### config.mk
export PLATFORM = sky130hd
export DESIGN_NAME = coalescing_write_stream
export DESIGN_NICKNAME = d
export VERILOG_FILES = /design/src/rtl/cws_pkg.sv /design/src/rtl/cws_word_fifo.sv /design/src/rtl/cws_merge_latch.sv /design/src/rtl/coalescing_write_stream.sv
export SDC_FILE = /design/constraint.sdc
export NUM_CORES = 1
export LEC_CHECK = 0
export BUFFER_PORTS_ARGS = -buffer_cell sky130_fd_sc_hd__clkbuf_2
export CORE_MARGIN = 1.5
export CORE_UTILIZATION = 40
export DETAILED_ROUTE_END_ITERATION = 8
export GPL_TIMING_DRIVEN = 0
export SYNTH_ARGS = -nofsm -noshare
export SYNTH_HDL_FRONTEND = slang
export SYNTH_HIERARCHICAL = 1
export SYNTH_SLANG_ARGS = --single-unit
### constraint.sdc
create_clock -name clk -period 6.89 [get_ports clk]
set_input_delay 1.7225 -clock clk [delete_from_list [all_inputs] [get_ports clk]]
set_output_delay 1.7225 -clock clk [all_outputs]
set_load 0.02 [all_outputs]
### src/rtl/cws_pkg.sv
package cws_pkg;
    typedef enum logic [1:0] {
        ST_MERGE = 2'd0,
        ST_HOLD  = 2'd1,
        ST_SEND  = 2'd2
    } cws_state_e;
endpackage

### src/rtl/cws_word_fifo.sv
module cws_word_fifo #(
    parameter int DEPTH = 8,
    parameter int WIDTH = 49
) (
    input  logic                         clk,
    input  logic                         rst_n,
    input  logic                         push,
    input  logic [WIDTH-1:0]             din,
    input  logic                         pop,
    output logic [WIDTH-1:0]             dout,
    output logic [$clog2(DEPTH+1)-1:0]   count,
    output logic                         full,
    output logic                         empty
);
    localparam int PTR_W = $clog2(DEPTH);
    localparam int CNT_W = $clog2(DEPTH+1);

    logic [WIDTH-1:0] store [DEPTH];
    logic [PTR_W-1:0] wr_ptr, rd_ptr;

    assign full  = (count == CNT_W'(DEPTH));
    assign empty = (count == '0);
    assign dout  = store[rd_ptr];

    always_ff @(posedge clk) begin
        if (push) store[wr_ptr] <= din;
    end

    always_ff @(posedge clk or negedge rst_n) begin
        if (!rst_n) begin
            wr_ptr <= '0;
            rd_ptr <= '0;
            count  <= '0;
        end else begin
            if (push) wr_ptr <= wr_ptr + 1'b1;
            if (pop)  rd_ptr <= rd_ptr + 1'b1;
            if (push && !pop)      count <= count + 1'b1;
            else if (pop && !push) count <= count - 1'b1;
        end
    end
endmodule

### src/rtl/cws_merge_latch.sv
module cws_merge_latch #(
    parameter int WORDS  = 8,
    parameter int DATA_W = 32,
    parameter int BLK_W  = 13
) (
    input  logic                       clk,
    input  logic                       rst_n,
    input  logic                       load,
    input  logic [BLK_W-1:0]           load_blk,
    input  logic [$clog2(WORDS)-1:0]   load_off,
    input  logic [DATA_W-1:0]          load_data,
    input  logic                       clear,
    output logic [BLK_W-1:0]           blk,
    output logic [WORDS-1:0]           mask,
    output logic [WORDS*DATA_W-1:0]    data,
    output logic                       is_full,
    output logic                       is_empty
);
    localparam int OFF_W = $clog2(WORDS);

    for (genvar g = 0; g < WORDS; g++) begin : g_slot
        logic              slot_vld;
        logic [DATA_W-1:0] slot_q;
        logic              hit;
        assign hit = load && (load_off == OFF_W'(g));
        always_ff @(posedge clk or negedge rst_n) begin
            if (!rst_n) begin
                slot_vld <= 1'b0;
                slot_q   <= '0;
            end else if (clear) begin
                slot_vld <= 1'b0;
            end else if (hit) begin
                slot_vld <= 1'b1;
                slot_q   <= load_data;
            end
        end
        assign mask[g] = slot_vld;
        assign data[g*DATA_W +: DATA_W] = slot_q;
    end

    always_ff @(posedge clk or negedge rst_n) begin
        if (!rst_n)    blk <= '0;
        else if (load) blk <= load_blk;
    end

    assign is_full  = &mask;
    assign is_empty = ~|mask;
endmodule

### src/rtl/coalescing_write_stream.sv
module coalescing_write_stream
    import cws_pkg::*;
#(
    parameter int WORDS  = 8,
    parameter int DATA_W = 32,
    parameter int ADDR_W = 16
) (
    input  logic                                 clk,
    input  logic                                 rst_n,
    input  logic                                 in_valid,
    output logic                                 in_ready,
    input  logic [ADDR_W-1:0]                    in_addr,
    input  logic [DATA_W-1:0]                    in_data,
    input  logic                                 in_last,
    output logic                                 mem_req,
    input  logic                                 mem_ack,
    output logic [ADDR_W-$clog2(WORDS)-1:0]      mem_blk,
    output logic [WORDS-1:0]                     mem_wen,
    output logic [WORDS*DATA_W-1:0]              mem_data,
    output logic [$clog2(WORDS+1)-1:0]           prio
);
    localparam int OFF_W = $clog2(WORDS);
    localparam int BLK_W = ADDR_W - OFF_W;
    localparam int CNT_W = $clog2(WORDS+1);
    localparam int HALF  = WORDS / 2;
    localparam int ENT_W = 1 + ADDR_W + DATA_W;

    cws_state_e state, nxt;

    logic             push, pop, lat_clear;
    logic [ENT_W-1:0] head;
    logic [CNT_W-1:0] fifo_count, eos_cnt;
    logic             fifo_full, fifo_empty;
    logic             head_last;
    logic [ADDR_W-1:0] head_addr;
    logic [DATA_W-1:0] head_data;
    logic [OFF_W-1:0] head_off;
    logic [BLK_W-1:0] head_blk;
    logic [BLK_W-1:0] lat_blk;
    logic [WORDS-1:0] lat_mask;
    logic             lat_full, lat_empty;
    logic             clash, can_merge, need_flush, flush_ok;

    assign push     = in_valid && !fifo_full;
    assign in_ready = !fifo_full;

    cws_word_fifo #(.DEPTH(WORDS), .WIDTH(ENT_W)) fifo_i (
        .clk(clk), .rst_n(rst_n),
        .push(push), .din({in_last, in_addr, in_data}),
        .pop(pop), .dout(head),
        .count(fifo_count), .full(fifo_full), .empty(fifo_empty)
    );

    assign {head_last, head_addr, head_data} = head;
    assign head_off = head_addr[OFF_W-1:0];
    assign head_blk = head_addr[ADDR_W-1:OFF_W];

    cws_merge_latch #(.WORDS(WORDS), .DATA_W(DATA_W), .BLK_W(BLK_W)) latch_i (
        .clk(clk), .rst_n(rst_n),
        .load(pop), .load_blk(head_blk), .load_off(head_off),
        .load_data(head_data), .clear(lat_clear),
        .blk(lat_blk), .mask(lat_mask), .data(mem_data),
        .is_full(lat_full), .is_empty(lat_empty)
    );

    assign mem_blk = lat_blk;
    assign mem_wen = lat_mask;
    assign prio    = CNT_W'(WORDS) - fifo_count;

    // A queued word collides with the latch on a foreign block or a filled slot
    assign clash      = !lat_empty && ((head_blk != lat_blk) || lat_mask[head_off]);
    assign can_merge  = !fifo_empty && !clash;
    assign need_flush = !lat_empty && (lat_full || (!fifo_empty && clash));
    assign flush_ok   = (fifo_count >= CNT_W'(HALF)) || (eos_cnt != '0);

    // End-of-stream words waiting in the FIFO
    always_ff @(posedge clk or negedge rst_n) begin
        if (!rst_n) begin
            eos_cnt <= '0;
        end else begin
            unique case ({push && in_last, pop && head_last})
                2'b10:   eos_cnt <= eos_cnt + 1'b1;
                2'b01:   eos_cnt <= eos_cnt - 1'b1;
                default: eos_cnt <= eos_cnt;
            endcase
        end
    end

    always_ff @(posedge clk or negedge rst_n) begin
        if (!rst_n) state <= ST_MERGE;
        else        state <= nxt;
    end

    always_comb begin
        nxt = state;
        unique case (state)
            ST_MERGE: begin
                if (can_merge) begin
                    if (head_last) nxt = ST_SEND;
                end else if (need_flush) begin
                    nxt = flush_ok ? ST_SEND : ST_HOLD;
                end
            end
            ST_HOLD: begin
                if (flush_ok) nxt = ST_SEND;
            end
            ST_SEND: begin
                if (mem_ack) nxt = ST_MERGE;
            end
            default: nxt = ST_MERGE;
        endcase
    end

    always_comb begin
        pop       = 1'b0;
        lat_clear = 1'b0;
        mem_req   = 1'b0;
        unique case (state)
            ST_MERGE: pop = can_merge;
            ST_HOLD:  pop = 1'b0;
            ST_SEND: begin
                mem_req   = 1'b1;
                lat_clear = mem_ack;
            end
            default: pop = 1'b0;
        endcase
    end
endmodule

* After elaboration in Yosys (flattened, before gate mapping)
Memories as Yosys holds them, arrays and structs flattened. Index checks and enable logic that the tools add are counted. W data, S select, Z words.
Storage, ports and cells: flip-flop bits (word level) 293, memory bits (writable) 392, output and inout bits 283, memories kept 1
Memory list:
- fifo_i.store | words 8, width 49, rd ports 1, clocked after Yosys merged registers in 0, write ports 1, line cws_word_fifo.sv:18 | logic [WIDTH-1:0] store [DEPTH];
Operators by class: $add $sub $neg 7, order comparisons 2, equality and inequality tests 17, muxes and demuxes 33, bitwise gates (word level) 1, reduce and logical (&&, ||, !) cells 50
Operators with widths (number):
- $mux W1 | 22
- $reduce_bool A2 Y1 | 10
- $logic_and A1 B1 Y1 | 17
- $reduce_and A2 Y1 | 8
- $ne A13 B13 Y1 | 1
- $eq A3 B3 Y1 const B | 4
- $mux W2 | 6
- $add A4 B1 Y4 const B | 2
- $mux W4 | 2
- $pmux W4 S2 | 1
- $reduce_and A8 Y1 | 1
- $reduce_or A8 Y1 | 1
- $sub A4 B1 Y4 const B | 2
- $add A3 B1 Y3 const B | 2
- $eq A3 B2 Y1 const B | 2
- $pmux W2 S3 | 1
- $logic_not A1 Y1 | 5
- $eq A2 B1 Y1 const B | 2
- $eq A2 B2 Y1 const B | 2
- $eq A4 B4 Y1 const B | 1
- $ge A4 B3 Y1 const B | 1
- $logic_not A4 Y1 | 1
- $lt A3 B4 Y1 const B | 1
- $ne A2 B2 Y1 const B | 2
- other kinds (11) | 13

* Longest topological paths before layout
Gate-level depths: netlist of the first run. An unclocked memory read counts as a cell.
depth after elaboration 11, depth in mapped cells 17, mapped depth without buffers 14

* Modules after synthesis
Netlist of the first run, hierarchy kept.
By module, submodules not included:
- cws_word_fifo | instances 1, cells an instance 627, area each 15295.9 µm², sequential area each 12021.5 µm²
- cws_merge_latch | instances 1, cells an instance 615, area each 10590.2 µm², sequential area each 6931.6 µm²
- coalescing_write_stream | instances 1, cells an instance 78, area each 699.4 µm², sequential area each 150.1 µm²

* Least setup slack after synthesis of the first run
No wires, ideal clock.
path kind input -> register, start in in_valid, end mem fifo_i.store[2][0] (enable), arrival time 5603 ps, data required time 6374 ps, slack 771 ps, cell stages on the path 3, cell sequence nor2b_1 > nand2_1 > nor3_1
Between the ends: longest elaborated chain between the ends 3
Ends and longest elaborated chain:
- from (decl) | line coalescing_write_stream.sv:10 | input logic in_valid,
- $logic_and A1 B1 Y1 | line coalescing_write_stream.sv:44 | assign push = in_valid && !fifo_full;
- $mux W1 | line cws_word_fifo.sv:26 | if (push) store[wr_ptr] <= din;
- $mux W1 (not written as such) | line cws_word_fifo.sv:26
- to (decl) | line cws_word_fifo.sv:18
Every way passes these cells.

* Worst setup path after layout of the first run
start reg fifo_i.rd_ptr[1], end reg fifo_i.count[3]
RTL lines:
- from (decl) | line cws_word_fifo.sv:19 | logic [PTR_W-1:0] wr_ptr, rd_ptr;
- from (signal assigned) | line cws_word_fifo.sv:36 | if (pop) rd_ptr <= rd_ptr + 1'b1;
- $mem_v2 Z8 W49 *
- net head[41] | line coalescing_write_stream.sv:31 | logic [ENT_W-1:0] head;
- $ne A13 B13 Y1 * | line coalescing_write_stream.sv:71 | assign clash = !lat_empty && ((head_blk != lat_blk) || lat_mask[head_off]);
- $logic_or A1 B1 Y1 * | line coalescing_write_stream.sv:71
- $logic_and A1 B1 Y1 * | line coalescing_write_stream.sv:71
- $logic_not A1 Y1 * | line coalescing_write_stream.sv:72 | assign can_merge = !fifo_empty && !clash;
- $logic_and A1 B1 Y1 * | line coalescing_write_stream.sv:72
- $mux W1 * | line coalescing_write_stream.sv:118 | unique case (state)
- net pop | line coalescing_write_stream.sv:30 | logic push, pop, lat_clear;
- $logic_not A1 Y1 | line cws_word_fifo.sv:37 | if (push && !pop) count <= count + 1'b1;
- $logic_and A1 B1 Y1 | line cws_word_fifo.sv:37
- $mux W4 or $reduce_bool A2 Y1 (tied branches)
- to (signal assigned) | line cws_word_fifo.sv:37
- to (signal assigned) | line cws_word_fifo.sv:38 | else if (pop && !push) count <= count - 1'b1;
- to (decl) | line cws_word_fifo.sv:11 | output logic [$clog2(DEPTH+1)-1:0] count,
The timed path passes the listed nets; every way through them passes the cells marked *. The select of a mux whose other input is x is not followed. A chain may end at the register's enable or synchronous reset.

==> results of run 1 <==
[kinds of logic (layout without fill, tap and decap cells)]
family,Yosys count,count (layout)
AO/OA/AOI/OAI,27,27
XOR/XNOR,25,25
adder cells (fa/ha/maj),11,11
buffers and inverters,83,579
flip-flops,685,685
multiplexers,424,424
other,0,3
AND/OR/NAND/NOR,65,65
[metrics by stage]
| step | TNS, ns | hold slack, ns |
|---|---|---|
| floorplan | 0 | 0.442 |
| global placement | -1081.96 | 0.463 |
| detailed placement | 0 | 0.463 |
| CTS | 0 | 0.474 |
| global route | 0 | 0.501 |
| finish | 0 | 0.471 |
[state kept, by name, indices dropped and copies added, names as in the netlist]
signal and flops:
eos_cnt 4, fifo_i/count 4, fifo_i/store 392, latch_i/blk 13, fifo_i/wr_ptr 3, fifo_i/rd_ptr 3
latch_i/g_slot.slot_q 256, state 2, latch_i/g_slot.slot_vld 8
[placed cells by master, fill, tap and decap left out, types with 4 or more instances in the layout]
| cell | Yosys | final |
|---|---|---|
| xnor2_1 | 7 | 7 |
| buf_8 | 0 | 4 |
| buf_2 | 25 | 25 |
| a21o_1 | 5 | 5 |
| clkbuf_16 | 0 | 77 |
| nand2_1 | 11 | 11 |
| inv_1 | 17 | 17 |
| clkbuf_1 | 14 | 39 |
| clkinv_2 | 0 | 7 |
| bufinv_16 | 0 | 4 |
| clkinv_1 | 0 | 7 |
| nor4_1 | 4 | 4 |
| mux4_2 | 98 | 98 |
| buf_4 | 9 | 9 |
| buf_16 | 0 | 4 |
| edfxtp_1 | 392 | 392 |
| mux2_1 | 20 | 20 |
| nor2_1 | 15 | 9 |
| dfrtp_1 | 293 | 293 |
| o21ai_0 | 7 | 7 |
| mux2_2 | 264 | 264 |
| nor2b_1 | 4 | 4 |
| clkbuf_8 | 0 | 11 |
| ha_1 | 9 | 9 |
| nor3_1 | 6 | 4 |
| a21oi_1 | 4 | 4 |
| mux2_4 | 39 | 39 |
| xor2_1 | 18 | 18 |
| clkbuf_2 | 0 | 334 |
| buf_6 | 14 | 22 |
| buf_12 | 2 | 12 |
| nor2_4 | 0 | 6 |
[metal layers]
layer	track usage	vias to the layer above
met5	0	-
li1	-	6020
met4	0.0536	16
met1	0.239	7154
met3	0.0479	95
met2	0.320	327
[path summary, 6_finish.rpt]
kind / to / cells past startpoint / startpoint
max in group asynchronous: latch_i/g_slot[2].slot_q[27] / 2 / rst_n
min in group asynchronous: latch_i/g_slot[7].slot_q[7] / 1 / rst_n
min: eos_cnt[3] / 1 / eos_cnt[3]
max reg2reg: fifo_i/count[3] / 16 / fifo_i/rd_ptr[1]
max: fifo_i/count[3] / 16 / fifo_i/rd_ptr[1]
min reg2reg: eos_cnt[3] / 1 / eos_cnt[3]
[final cells by class]
cell class                      instances  area (um2)
Antenna cell                            3        7.51
Buffer                                 66         450
Clock buffer                          113        2170
Clock inverter                         22         216
Fill cell                            5488       33500
Inverter                               17        63.8
Multi-Input combinational cell        552        7020
Sequential cell                       685       19100
Tap cell                              864        1080
Timing Repair Buffer                  361        2150
[worst register-to-register path, stage by stage, from the launching register on]
cell,delay (ns)
dfrtp_1,0.34
buf_2,0.23
clkbuf_1,0.63
mux4_2,0.42
mux2_2,0.30
xor2_1,0.15
nor4_1,0.54
nand4_1,0.38
nor2_1,0.31
o21a_1,0.54
inv_1,0.10
ha_1,0.27
inv_1,0.15
ha_1,0.31
or4_1,0.48
o211ai_1,0.11
o211ai_1,0.10
[power by group through the flow]
stage	clock [W]	sequential, W	combinational (W)
6_report	0.00387	0.00603	0.00632
2_1_floorplan	0	0.00691	0.00330
3_3_place_gp	0	0.00612	0.00619
5_1_grt	0.00415	0.00616	0.00681
3_5_place_dp	0	0.00611	0.00644
4_1_cts	0.00398	0.00604	0.00646
==> impl_metrics.tcl, run 1 <==
set metrics [dict create \
    status "completed" \
    finClkSkew_ns 0.0229 \
    ys.warnings.count 6 \
    cp_slowest_cell "clkbuf_1" \
    postCtsHoldBufs 0 \
    via_count 13600 \
    power.internal_w 0.0105 \
    dpl_cell_area_um2 29900 \
    synth_nets 1384 \
    grt_pass1_vias 14500 \
    wl_per_cell_um 23.6 \
    synth_largest_area_cell "edfxtp_1" \
    gr-total-overflow 0 \
    synth_top_area_share 0.443 \
    grt_max_degree 114 \
    synthAdderAreaFrac 0.00574 \
    dieArea_um2 68000 \
    path_max_fanout 10 \
    cp_cell_sequence "buf_2, clkbuf_1, mux4_2, mux2_2, xor2_1, nor4_1, nand4_1, nor2_1, o21a_1, inv_1, ha_1, inv_1, ha_1, or4_1, o211ai_1, o211ai_1" \
    critical_path.max_stage_delay_ns 0.63 \
    synth-xor-area-share 0.00824 \
    hold_violations 0 \
    finalSetupViolCount 0 \
    power_switching_w 0.00574 \
    worst_pin_slew_ns 1.01 \
    synth_area_leaders "edfxtp_1 44%, dfrtp_1 28%, mux2_2 11%" \
    dr_wl_met2_mm 31.9 \
    cp.arrival_ns 5.97 \
    muxShareOfSynthArea 0.228 \
    syn_to_final_growth_pct 21.3 \
    cp-start-kind "flop" \
    synth_area_um2 26600 \
    finalPower_w 0.0162 \
    critPathKind "flop to flop" \
    rsz0062_at_grt "no" \
    seqPwrFrac 0.372 \
    ir_drop_v 0.000296 \
    rows 94 \
    cts.sinks 685 \
    synth_compound_area_frac 0.00715 \
    critPathCaptureType "flop" \
    yosys.cell_count.top_type "edfxtp_1" \
    fmax_mhz 182 \
    gp_congestion 0.774 \
    grt_antenna_before_repair 11 \
    syn_area_per_cell_um2 20.1 \
    dpl.cell_count 2545 \
    synthArstFlopShare 0.428 \
    cts-root-to-sink-buffers 3 \
    synth-simple-area-share 0.0133 \
    power_frac_clock 0.239 \
    cts_root_buf "clkbuf_16" \
    cap_violations 0 \
    netlist_top_cells_count "392 x edfxtp_1, 293 x dfrtp_1, 264 x mux2_2" \
    p_leak_nw 13.0 \
    critPathTopFamily "simple AND/OR/NAND/NOR gates" \
    cts_resized 0 \
    clk_pin_slew_ns 0.06 \
    place.port_buffers 335 \
    yosysUniqueCellTypes 49 \
    drc 0 \
    antenna_left 0 \
    fin_cells 2683 \
    timing.slew.headroom 0.326 \
    synthCells 1320 \
    drive_gt1_frac 0.511 \
    dp_slack_ns 1.21 \
    dr_wl_met3_mm 3.88 \
    synth_edf_count 392 \
    initial_core_util 0.404 \
    clkLatencyLatePin_ns 0.61 \
    die_y_um 261 \
    h-tree-depth 3 \
    cellPowerDensity_nw_per_um2 503 \
    numCtsBuffers 74 \
    design_area_um2 32300 \
    cts_tree "done" \
    post-route-util 0.491 \
    swShare 0.354 \
    io_pins 336 \
    wl_mm 63.3 \
    fin_crit_ns 5.48 \
    m1WireLength_mm 26.3 \
    ys_ff_latch 685 \
    grt_pass1_wl_mm 94.5 \
    fin_nets 1821 \
    drtPass1Iterations 4 \
    p_comb_frac 0.389 \
    drv_slew 0 \
    synth_top_family_by_area "multiplexers" \
    ys.flop_type "edfxtp_1" \
    dp_hpwl_mm 43.8 \
    grt_usage 0.189 \
    die_x_um 261 \
    drt_iter0_drc 755 \
    period_share 0.796 \
    r2r_slack_ns 1.41 \
    core_region_area_um2 65700 \
    cp.required_ns 7.37 \
    highest_layer "met5" \
    yosysSeqAreaShare 0.719 \
    setup_ws_ns 1.41 \
    viasPerCell 5.07 \
    worstHoldPathType "flop to flop" \
    cts_setup_buffers 0 \
    crit_buf_inv 4 \
]
No activity file was read; power rests on OpenSTA's default activity.
==> inputs of run 2 (changes only) <==
==> constraint.sdc (replaced) <==
create_clock -name clk -period 5.7 [get_ports clk]
set_input_delay 1.425 -clock clk [delete_from_list [all_inputs] [get_ports clk]]
set_output_delay 1.425 -clock clk [all_outputs]
set_load 0.02 [all_outputs]
==> run 2 against run 1 <==
Against the previous run: sequential share of layout area shrank 0.23 points; global-route usage grew 0.10 points; first-iteration DRC count grew 21%; core utilization grew 0.19 points; combinational power grew 22%; clock power grew 24%; fmax grew 1.5%; worst setup slack lost 1.1 ns; non-clock buffer count shrank 5; final cell count shrank 0.15%; sequential power grew 21%; register-to-register slack lost 1.1 ns; critical path type unchanged; largest power group unchanged; highest routed layer unchanged.
==> impl_metrics.tcl, run 2 (synthesized netlist as in run 1, its figures left out) <==
set metrics [dict create \
    status "completed" \
    grt_pass1_wl_mm 95.0 \
    period_share 0.948 \
    drt_iter0_drc 911 \
    finalSetupViolCount 0 \
    final_cell_mix "392 x edfxtp_1, 334 x clkbuf_2, 293 x dfrtp_1, 264 x mux2_2, 98 x mux4_2" \
    wl_mm 64.0 \
    h-tree-depth 3 \
    die_x_um 261 \
    setup_ws_ns 0.296 \
    dp_hpwl_mm 43.2 \
    drc 0 \
    drtPass1Iterations 5 \
    worst_pin_slew_ns 1.03 \
    cp.arrival_ns 5.89 \
    numCtsBuffers 74 \
    wl_per_cell_um 23.9 \
    cp_common_cell "buf_2" \
    crit_start "fifo_i/rd_ptr[1]" \
    hold_violations 0 \
    via_count 13700 \
    dieArea_um2 68000 \
    reg2reg_from "fifo_i/rd_ptr[1]" \
    grt_antenna_before_repair 10 \
    critPathKind "flop to flop" \
    p_leak_nw 13.0 \
    drv_slew 0 \
    cellPowerDensity_nw_per_um2 612 \
    max_flop_register "fifo_i/store" \
    drive_gt1_frac 0.515 \
    clk_pin_slew_ns 0.06 \
    path_max_fanout 10 \
    crit_buf_inv 4 \
    rsz0062_at_grt "no" \
    cts_root_buf "clkbuf_16" \
    dr_wl_met2_mm 31.9 \
    rows 94 \
    viasPerCell 5.13 \
    worstHoldPathType "flop to flop" \
    place.port_buffers 335 \
    syn_to_final_growth_pct 21.8 \
    io_pins 336 \
    grt_pass1_vias 14600 \
    fin_nets 1816 \
    m1WireLength_mm 27.0 \
    cts_setup_buffers 0 \
    gp_congestion 0.777 \
    cts_tree "done" \
    initial_core_util 0.404 \
    gr-total-overflow 0 \
    timing.slew.headroom 0.305 \
    critical_path.max_stage_delay_ns 0.50 \
    cts.sinks 685 \
    critPathCaptureType "flop" \
    fmax_mhz 185 \
    finClkSkew_ns 0.0165 \
    critPathTopFamily "simple AND/OR/NAND/NOR gates" \
    postCtsHoldBufs 0 \
    grt_max_degree 116 \
    cts_resized 1 \
    ir_drop_v 0.000222 \
    dr_wl_met3_mm 3.70 \
    r2r_slack_ns 0.30 \
    cts-root-to-sink-buffers 3 \
    finalPower_w 0.0198 \
    grt_usage 0.190 \
    top_regs "fifo_i/store: 392 flops, latch_i/g_slot.slot_q: 256 flops, latch_i/blk: 13 flops" \
    highest_layer "met5" \
    die_y_um 261 \
    hold_start "eos_cnt[3]" \
    cp.required_ns 6.18 \
    antenna_left 0 \
    cp_slowest_cell "nor4_1" \
    dp_slack_ns -0.149 \
    clkLatencyLatePin_ns 0.61 \
    fin_crit_ns 5.40 \
    cap_violations 0 \
    cp-start-kind "flop" \
    largest_reg_flops 392 \
    core_region_area_um2 65700 \
    cp_cell_sequence "buf_2, buf_2, buf_2, mux4_2, mux2_2, xor2_1, nor4_1, nand4_1, nor2_1, o21a_2, and3b_1, nand2_1, buf_2, mux2_2" \
    mostFrequentLayoutCell "edfxtp_1" \
]
[run 2: cell count changes in the layout (fill, tap and decap cells not counted), sizes merged]
cell and change:
inv +2, buf -5, clkinvlp +2, diode -1, clkinv +1, bufinv +2, clkbuf -5
[run 2: metal layers]
metal | global-route usage | up-vias
li1 | - | 5996
met1 | 0.246 | 7286
met2 | 0.317 | 335
met3 | 0.0449 | 100
met4 | 0.0567 | 16
met5 | 0 | -
[run 2: power by group]
part / internal [W] / switching, W / total, W
Sequential: 0.00665 / 0.000650 / 0.00730
Combinational: 0.00324 / 0.00446 / 0.00770
Clock: 0.00287 / 0.00194 / 0.00481
Total: 0.0128 / 0.00705 / 0.0198
[run 2: area by class of cell]
class | count | area, um2
Antenna cell | 2 | 5.00
Buffer | 66 | 450
Clock buffer | 108 | 2120
Clock inverter | 29 | 338
Fill cell | 5459 | 33400
Inverter | 17 | 63.8
Multi-Input combinational cell | 552 | 7040
Sequential cell | 685 | 19100
Tap cell | 864 | 1080
Timing Repair Buffer | 356 | 2190
[run 2: metrics by stage]
stage | std cells | TNS (ns) | cell area [um2] | util | hold slack (ns)
2_1_floorplan | 1320 | 0 | 26600 | - | 0.442
3_3_place_gp | 2519 | -1474.37 | 29400 | 0.446 | 0.460
3_5_place_dp | 2540 | -2.21 | 29900 | 0.455 | 0.467
4_1_cts | 2677 | 0 | 32400 | 0.492 | 0.476
5_1_grt | 2678 | 0 | 32400 | 0.493 | 0.493
6_report | 2679 | 0 | 32400 | 0.493 | 0.478
[run 2: final timing paths]
check | to | cells after the start
hold / removal | eos_cnt[3] | 1
max in group asynchronous | latch_i/g_slot[7].slot_q[28] | 3
setup reg to reg | latch_i/g_slot[1].slot_q[31] | 14
setup / recovery | latch_i/g_slot[1].slot_q[31] | 14
min in group asynchronous | latch_i/g_slot[7].slot_q[6] | 1
hold reg to reg | eos_cnt[3] | 1
==> inputs of run 3 (changes only) <==
--- a/config.mk
+++ b/config.mk
@@ -5,11 +5,12 @@
 export SDC_FILE = /design/constraint.sdc
 export NUM_CORES = 1
 export LEC_CHECK = 0
-export BUFFER_PORTS_ARGS = -buffer_cell sky130_fd_sc_hd__clkbuf_2
 export CORE_MARGIN = 1.5
 export CORE_UTILIZATION = 40
 export DETAILED_ROUTE_END_ITERATION = 8
+export DONT_BUFFER_PORTS = 1
 export GPL_TIMING_DRIVEN = 0
+export RECOVER_POWER = 100
 export SYNTH_ARGS = -nofsm -noshare
 export SYNTH_HDL_FRONTEND = slang
 export SYNTH_HIERARCHICAL = 1
==> run 3 against run 2 <==
Against the previous run: the flow now finishes with violations (max-capacitance violations, max-slew violations); critical endpoint is now latch_i/g_slot[1].slot_q[3]; cell area fell by 7.3%; clock-buffer cell count increased by 1; first-iteration DRC count shrank 18%; largest power group is now sequential cells; hold slack lost 0.0052 ns; flip-flop and latch count is the same.
==> impl_metrics.tcl, run 3 (synthesized netlist as in run 1, its figures left out) <==
set metrics [dict create \
    grt_pass1_vias 13200 \
    cp-start-kind "flop" \
    p_leak_nw 11.3 \
    place.port_buffers 0 \
    viasPerCell 5.30 \
    drt_iter0_drc 748 \
    dieArea_um2 68000 \
    final_cell_mix "392 x edfxtp_1, 293 x dfrtp_1, 264 x mux2_2, 98 x mux4_2, 82 x clkbuf_16" \
    critPathCaptureType "flop" \
    timing.slew.headroom -0.382 \
    wl_mm 62.1 \
    ir_drop_v 0.000294 \
    power.internal_w 0.0119 \
    cts_setup_buffers 0 \
    fin_nets 1481 \
    setup_tns_ns 0 \
    die_x_um 261 \
    swShare 0.359 \
    io_pins 336 \
    via_count 12400 \
    grt_max_degree 294 \
    clkLatencyLatePin_ns 0.61 \
    finClkSkew_ns 0.0241 \
    gp_congestion 0.749 \
    cp_cell_sequence "buf_2, buf_2, buf_2, mux4_2, mux2_2, xor2_1, nor4_1, nand4_1, nor2_1, o21a_2, and3b_1, nand2_1, buf_2, mux2_2" \
    antenna_left 0 \
    syn_to_final_growth_pct 12.9 \
    diodes 0 \
    drv_slew 150 \
    cp_common_cell "buf_2" \
    drive_gt1_frac 0.358 \
    violations "max-capacitance violations, max-slew violations" \
    cts.sinks 685 \
    critPathKind "flop to flop" \
    largest_reg_flops 392 \
    worstHoldPathType "flop to flop" \
    grt_antenna_before_repair 0 \
    rows 94 \
    dpl_cell_area_um2 28200 \
    cts_tree "done" \
    grt_usage 0.183 \
    fmax_mhz 180 \
    rsz0062_at_grt "no" \
    finalSetupViolCount 0 \
    cp.arrival_ns 6.02 \
    clk_pin_slew_ns 0.06 \
    power_switching_w 0.00666 \
    crit_buf_inv 4 \
    wl_per_cell_um 26.5 \
    top_regs "fifo_i/store: 392 flops, latch_i/g_slot.slot_q: 256 flops, latch_i/blk: 13 flops" \
    grt_pass1_wl_mm 90.2 \
    die_y_um 261 \
    cp.required_ns 6.17 \
    cellPowerDensity_nw_per_um2 618 \
    path_max_fanout 10 \
    cts-root-to-sink-buffers 3 \
    critPathTopFamily "simple AND/OR/NAND/NOR gates" \
    dp_hpwl_mm 41.3 \
    fin_crit_ns 5.55 \
    status "complete, but fails checks" \
    numCtsBuffers 75 \
    core_region_area_um2 65700 \
    hold_violations 0 \
    h-tree-depth 3 \
    critical_path.max_stage_delay_ns 0.51 \
    multi_input_area_um2 6840 \
    fillers 5619 \
    area.sequential_um2 19100 \
    p_comb_frac 0.280 \
    mostFrequentLayoutCell "edfxtp_1" \
    worst_pin_slew_ns 2.07 \
    drc 0 \
    seqPwrFrac 0.464 \
    cts_root_buf "clkbuf_16" \
    gr-total-overflow 0 \
    period_share 0.974 \
    initial_core_util 0.404 \
    cp_slowest_cell "nor4_1" \
    power_frac_clock 0.256 \
    design_area_um2 30000 \
    cap_violations 9 \
    drtPass1Iterations 7 \
    max_flop_register "fifo_i/store" \
]
[run 3: power groups by stage]
| stage | Sequential (W) | Clock (W) | Combinational [W] |
|---|---|---|---|
| global placement | 0.00873 | 0 | 0.00530 |
| global route | 0.00876 | 0.00509 | 0.00566 |
| floorplan | 0.00834 | 0 | 0.00399 |
| CTS | 0.00863 | 0.00489 | 0.00565 |
| detailed placement | 0.00872 | 0 | 0.00563 |
| finish | 0.00860 | 0.00475 | 0.00520 |
[run 3: stage by stage]
step / util / hold slack (ns) / setup WS (ns) / cells / total power [W]
2_1_floorplan: - / 0.442 / 1.19 / 1320 / 0.0123
3_3_place_gp: 0.421 / 0.461 / -1.62 / 2184 / 0.0140
3_5_place_dp: 0.429 / 0.462 / -0.153 / 2204 / 0.0144
4_1_cts: 0.466 / 0.463 / 0.0712 / 2341 / 0.0192
5_1_grt: 0.457 / 0.470 / 0.0151 / 2341 / 0.0195
6_report: 0.457 / 0.473 / 0.149 / 2341 / 0.0185
[run 3: layout make-up]
class,instances,share of cell area
Sequential cell,685,0.636
Multi-Input combinational cell,552,0.228
Clock buffer,109,0.0751
Tap cell,864,0.0360
Buffer,66,0.0128
Clock inverter,28,0.00659
Timing Repair Buffer,20,0.00313
Inverter,17,0.00213
[run 3: layer usage]
layer / GRT usage / up-vias / share of wire
met2: 0.307 / 312 / 0.50
met3: 0.0617 / 96 / 0.077
met4: 0.0549 / 0 / 0.024
met1: 0.223 / 6696 / 0.40
li1: - / 5312 / -
met5: 0 / - / 0
[run 3: final timing paths]
kind / cells after the start / slack, ns / start / end
hold reg to reg: 1 / 0.47 / eos_cnt[3] / eos_cnt[3]
hold / removal: 1 / 0.47 / eos_cnt[3] / eos_cnt[3]
max in group asynchronous: 0 / 4.43 / rst_n / fifo_i/rd_ptr[2]
min in group asynchronous: 0 / 0.51 / rst_n / latch_i/g_slot[7].slot_q[6]
setup / recovery: 14 / 0.15 / fifo_i/rd_ptr[1] / latch_i/g_slot[1].slot_q[3]
setup reg to reg: 14 / 0.15 / fifo_i/rd_ptr[1] / latch_i/g_slot[1].slot_q[3]
[run 3: timing repair]
action | 4_1_cts | 5_1_grt
resized for setup | 1 | 0
endpoints found under the setup margin | 29 | 0
hold buffers | 0 | 0
